### config.mk
export PLATFORM = sky130hd
export DESIGN_NAME = modem_handshake
export DESIGN_NICKNAME = d
export VERILOG_FILES = /design/src/rtl/modem_handshake.sv
export SDC_FILE = /design/constraint.sdc
export NUM_CORES = 1
export LEC_CHECK = 0
export ABC_AREA = 1
export BUFFER_PORTS_ARGS = -buffer_cell sky130_fd_sc_hd__buf_2
export CORE_MARGIN = 2
export CORE_UTILIZATION = 49
export DETAILED_ROUTE_END_ITERATION = 16
export GPL_TIMING_DRIVEN = 0
export PLACE_DENSITY_LB_ADDON = 0.2
export SETUP_SLACK_MARGIN = 0.3
export SYNTH_ARGS = -nofsm -noshare
export SYNTH_HDL_FRONTEND = slang
export SYNTH_SLANG_ARGS = --single-unit
### constraint.sdc
create_clock -name clk -period 1.6 [get_ports clk]
set_clock_uncertainty 0.15 [all_clocks]
set_input_delay 0.24 -clock clk [delete_from_list [all_inputs] [get_ports clk]]
set_output_delay 0.24 -clock clk [all_outputs]
set_load 0.01 [all_outputs]
### src/rtl/modem_handshake.sv
module modem_handshake #(
  parameter int SYNC_STAGES = 2
) (
  input  logic       clk,
  input  logic       rst_n,
  input  logic       reg_wr,
  input  logic       reg_rd,
  input  logic       reg_sel,
  input  logic [7:0] reg_wdata,
  output logic [7:0] reg_rdata,
  input  logic       cts_n,
  input  logic       dsr_n,
  input  logic       ri_n,
  input  logic       dcd_n,
  output logic       dtr_n,
  output logic       rts_n,
  output logic       irq_gate,
  output logic       msi_req
);

  localparam int LAST = SYNC_STAGES - 1;

  // line order in every 4-bit vector: {dcd, ri, dsr, cts}
  logic [3:0] sync_q [SYNC_STAGES];
  logic [7:0] ctl_q;
  logic [3:0] lvl, lvl_q, flags_q, evt;
  logic       loop, stat_rd;

  always_ff @(posedge clk or negedge rst_n) begin
    if (!rst_n) begin
      for (int i = 0; i < SYNC_STAGES; i++) sync_q[i] <= 4'hF;
    end else begin
      sync_q[0] <= {dcd_n, ri_n, dsr_n, cts_n};
      for (int i = 1; i < SYNC_STAGES; i++) sync_q[i] <= sync_q[i-1];
    end
  end

  assign loop    = ctl_q[4];
  assign stat_rd = reg_rd & reg_sel;
  assign lvl     = loop ? {ctl_q[3], ctl_q[2], ctl_q[0], ctl_q[1]} : ~sync_q[LAST];
  assign evt     = {lvl[3] ^ lvl_q[3], lvl_q[2] & ~lvl[2], lvl[1] ^ lvl_q[1], lvl[0] ^ lvl_q[0]};

  always_ff @(posedge clk or negedge rst_n) begin
    if (!rst_n) begin
      ctl_q   <= '0;
      lvl_q   <= '0;
      flags_q <= '0;
    end else begin
      if (reg_wr && !reg_sel) ctl_q <= reg_wdata;
      lvl_q   <= lvl;
      flags_q <= (stat_rd ? 4'h0 : flags_q) | evt;
    end
  end

  assign reg_rdata = reg_sel ? {lvl, flags_q} : ctl_q;
  assign dtr_n     = ~(ctl_q[0] & ~loop);
  assign rts_n     = ~(ctl_q[1] & ~loop);
  assign irq_gate  = ctl_q[3] & ~loop;
  assign msi_req   = ctl_q[3] & (|flags_q);

  p_dtr_follow_r2: assert property (@(posedge clk) disable iff (!rst_n)
    (reg_wr && !reg_sel && !reg_wdata[4]) |=> (dtr_n == !$past(reg_wdata[0])));

  p_loop_park_r9: assert property (@(posedge clk) disable iff (!rst_n)
    (reg_wr && !reg_sel && reg_wdata[4]) |=> (dtr_n && rts_n));

  p_flag_sticky_r6: assert property (@(posedge clk) disable iff (!rst_n)
    !stat_rd |=> (($past(flags_q) & ~flags_q) == 4'h0));

  p_read_clear_r7: assert property (@(posedge clk) disable iff (!rst_n)
    (stat_rd && evt == 4'h0) |=> (flags_q == 4'h0));

  p_ring_end_r5: assert property (@(posedge clk) disable iff (!rst_n)
    $rose(flags_q[2]) |-> ($past(lvl_q[2]) && !lvl_q[2]));

  p_msi_drop_r11: assert property (@(posedge clk) disable iff (!rst_n)
    (stat_rd && evt == 4'h0) |=> !msi_req);

endmodule

# Yosys cells after proc, flatten, opt, wreduce, memory -nomap -nowiden
# Cells that the tools add are included.
[classes]
muxes = 3
bitwise_logic = 15
n_reduce_logical = 3
[ops]
columns = ["op", "n"]
rows = [
  ["4-bit two-way mux", 2],
  ["8-bit two-way mux", 1],
  ["1-bit AND", 6],
  ["1-bit NOT", 4],
  ["4-bit NOT", 1],
  ["4-bit OR", 1],
  ["4-bit OR reduction", 1],
  ["1-bit XOR", 3],
  ["1-bit logical AND", 1],
  ["1-bit logical NOT", 1],
]
[totals]
register_bits = 24
output_inout_bits = 12
word_cells = 26

# Longest topological paths before layout
[logic_depth]
ltp_word = 5
mapped_depth = 5

# Worst setup path after synthesis
# OpenSTA, ideal clock, no wires.
[synth_timing]
path_kind = "register -> output"
from = "register ctl_q[4]"
to = "output reg_rdata[4]"
arrival_time_ps = 861
required_ps = 1210
setup_slack_ps = 349
stages_incl_launch_ff = 5
n_path_buf = 1
path_cell_list = "dfrtp_1 > buf_4 > o21ai_1 > nand2_1 > o21ai_0"
[synth_between]
elab_chain_len = 2
[synth_lines]
columns = ["item", "line_no", "rtl"]
rows = [
  ["from (decl)", "25", "logic [7:0] ctl_q;"],
  ["from (signal assigned)", "49", "if (reg_wr && !reg_sel) ctl_q <= reg_wdata;"],
  ["4-bit two-way mux", "40", "assign lvl = loop ? {ctl_q[3], ctl_q[2], ctl_q[0], ctl_q[1]} : ~sync_q[LAST];"],
  ["net lvl[0]", "26", "logic [3:0] lvl, lvl_q, flags_q, evt;"],
  ["8-bit two-way mux", "55", "assign reg_rdata = reg_sel ? {lvl, flags_q} : ctl_q;"],
  ["to (decl)", "10", "output logic [7:0] reg_rdata,"],
]
# The timed path passes the listed nets, and every way through them passes these cells.

# Worst setup path in the final report
[layout_timing]
from = "register ctl_q[4]"
to = "output reg_rdata[6]"
# Same word-level chain as after synthesis.

==> run_results.csv <==
group,metric,value,unit
setup_path,r2r_cells,6,
routing,vias,946,
placement,portBuffers,28,
layout,layout-drive-gt1-share,46.7,%
clock_tree,clockBufferDepth,2,
yosys,synthCells,115,
floorplan,core-area,1980,sq um
routing,wirelength,2370,um
layout,final_common_cell,"nand2_1",
clock_tree,numCtsBuffers,3,
global_route,grt_max_degree,25,
yosys,synth_seq_cells,24,
setup_path,cp-start-kind,"flip-flop",
floorplan,pin_count,29,
timing,tightest_slew,520,ps
timing,rsz0062_at_grt,"true",
timing,slew_headroom,65.3,%
routing,dr.pass1.iters,4,
global_route,grt_util_all_layers,20.2,%
power,p_leak,0.743,nW
setup_path,arrival,1310,ps
routing,wl_per_cell,12.3,um
global_route,grt_pass1_wl,3710,um
routing,ant_nets,0,
setup_path,startpoint,"ctl_q[4]",
yosys,synth_area_per_cell,8.95,sq um
routing,drt_iter0_drc,25,
global_route,grt_pass1_vias,919,
yosys,synth_area,1030,sq um
yosys,synth.area.top_cells,"dfrtp_1, dfstp_2, nand2_1",
timing,slew_violations,0,
setup_path,path_class,"flip-flop to output pin",
layout,layout_common_cells,"nand2_1, buf_2, dfrtp_1",
layout,num-nets-final,183,
placement,placed_area,1200,sq um
yosys,synth_top_cell_by_area,"dfrtp_1",
setup_path,critPathCapture,"reg_rdata[6]",
outcome,status,"finished, violations left",
layout,seqCellArea,612,sq um
routing,drc,0,
global_route,antenna_found_initial,0,
floorplan,die_area,2480,sq um
layout,num_antenna_cells,0,
layout,multi_input_area,414,sq um
clock_tree,htreeDepth,1,
global_route,grt.overflow.total,0,
layout,fillers,162,
floorplan,fp.dieW,49.8,um
routing,viasPerCell,4.93,
floorplan,fp-row-count,16,
power,powerDensity,991,nW/um^2
timing,fin_hold_ws,10.2,ps
floorplan,die_height,49.8,um
layout,post-route-cell-area,1450,sq um
setup_path,r2r_start,"ctl_q[4]",
layout,area_growth,41.1,%
placement,placed_cells,170,
timing,finalCritPeriodShare,106,%
timing,fin_ws,-98.0,ps
timing,max_freq,589,MHz
run,drv_cap,0,
setup_path,cp-end-kind,"output pin",
placement,place.gp.congestion,0.756,
yosys,synth_cell_types,18,
placement,hpwl,1500,um
setup_path,critPathRequiredTime,1210,ps
timing,min_period,1700,ps
clock_tree,clk_latency,310,ps
timing,hold_viol,0,
worst_hold_path,hp-class,"input port to flip-flop",
yosys,ys_seq_area_share,59.3,%
floorplan,initial_utilization,52.0,%
setup_path,path_max_fanout,8,
power,irDropWorstVdd,0.000690,V
setup_path,r2r_slack,380,ps
yosys,synth_top_area_share,38.9,%
clock_tree,cts-root-buf,"clkbuf_4",
outcome,violations,"setup timing",
clock_tree,path_clk_slew,130,ps
yosys,synth_nets,132,
clock_tree,tritoncts,"done",
timing,finalSetupViolCount,5,
placement,dp_slack,231,ps
setup_path,timing.rr.end,"flags_q[0]",
yosys,synth_warnings,0,
power,power,1.44,mW
clock_tree,cts_sinks,24,
layout,stdcell_count,192,
-- kinds of logic after synthesis --
kind of cell	synth area share, %
compound gates	7.65
simple gates	27.5
buf+inv	5.59
flops	59.3
-- metal layers --
metal	global-route usage (%)	wire length, um	vias up
li1	-	-	460
met1	22.2	1040	461
met2	38.4	1230	25
met3	3.64	99	0
met4	6.94	0	0
met5	0	0	-
-- worst max-delay path, cell delays in order, from the launching register on --
cell	delay, ps
dfrtp_1	420
buf_6	190
nand2_2	80
o21ai_4	70
nand2_1	60
nand2_1	50
buf_2	120
-- layout make-up --
cell class                      instances  area share, %
Multi-Input combinational cell         79           28.5
Sequential cell                        24           42.1
Timing Repair Buffer                   46           20.8
Buffer                                  3           1.89
Tap cell                               27           2.33
Inverter                                9           2.50
Clock buffer                            4           1.81
-- through the flow --
stage / utilization (%) / TNS (ps)
4_1_cts: 68.2 / -360
5_1_grt: 73.3 / -809
3_3_place_gp: 60.7 / 0
6_report: 73.3 / -354
3_5_place_dp: 60.7 / 0
2_1_floorplan: - / 0
-- worst min-delay path by stage --
stage	start	endpoint	slack, ps	cells past startpoint
CTS	reg_wdata[5]	ctl_q[5]	5	3
global route	reg_wdata[7]	ctl_q[7]	4	3
global placement	rst_n	flags_q[0]	100	1
floorplan	rst_n	ctl_q[0]	-210	0
finish	reg_wdata[5]	ctl_q[5]	10	3
detailed placement	rst_n	flags_q[0]	100	1
-- flip-flops by register name, indices dropped and copies added (netlist names) --
register  count
lvl_q         4
ctl_q         8
sync_q        8
flags_q       4
-- synthesized netlist by cell type --
cell	count
a21oi_1	1
a21oi_2	4
buf_2	1
buf_4	1
buf_6	1
dfrtp_1	16
dfstp_2	8
inv_1	7
inv_2	2
nand2_1	46
nand2_2	1
nand3_1	10
nand3b_1	3
nor2_1	5
nor2_2	2
o21ai_0	4
o21ai_1	2
o21ai_2	1
-- what timing repair did --
item	in CTS	in global routing
setup endpoints to repair	12	12
hold buffers	6	1
pin swaps	8	3
gates resized for setup	10	13
setup buffers	5	6
hold endpoints to repair	21	1
-- report_power, final --
part	switching [mW]	internal [mW]	total, mW
sequential	0.0587	0.691	0.750
combinational	0.214	0.202	0.416
clock	0.176	0.0973	0.273
total	0.448	0.991	1.44
Power figures use the tool's default switching activity.
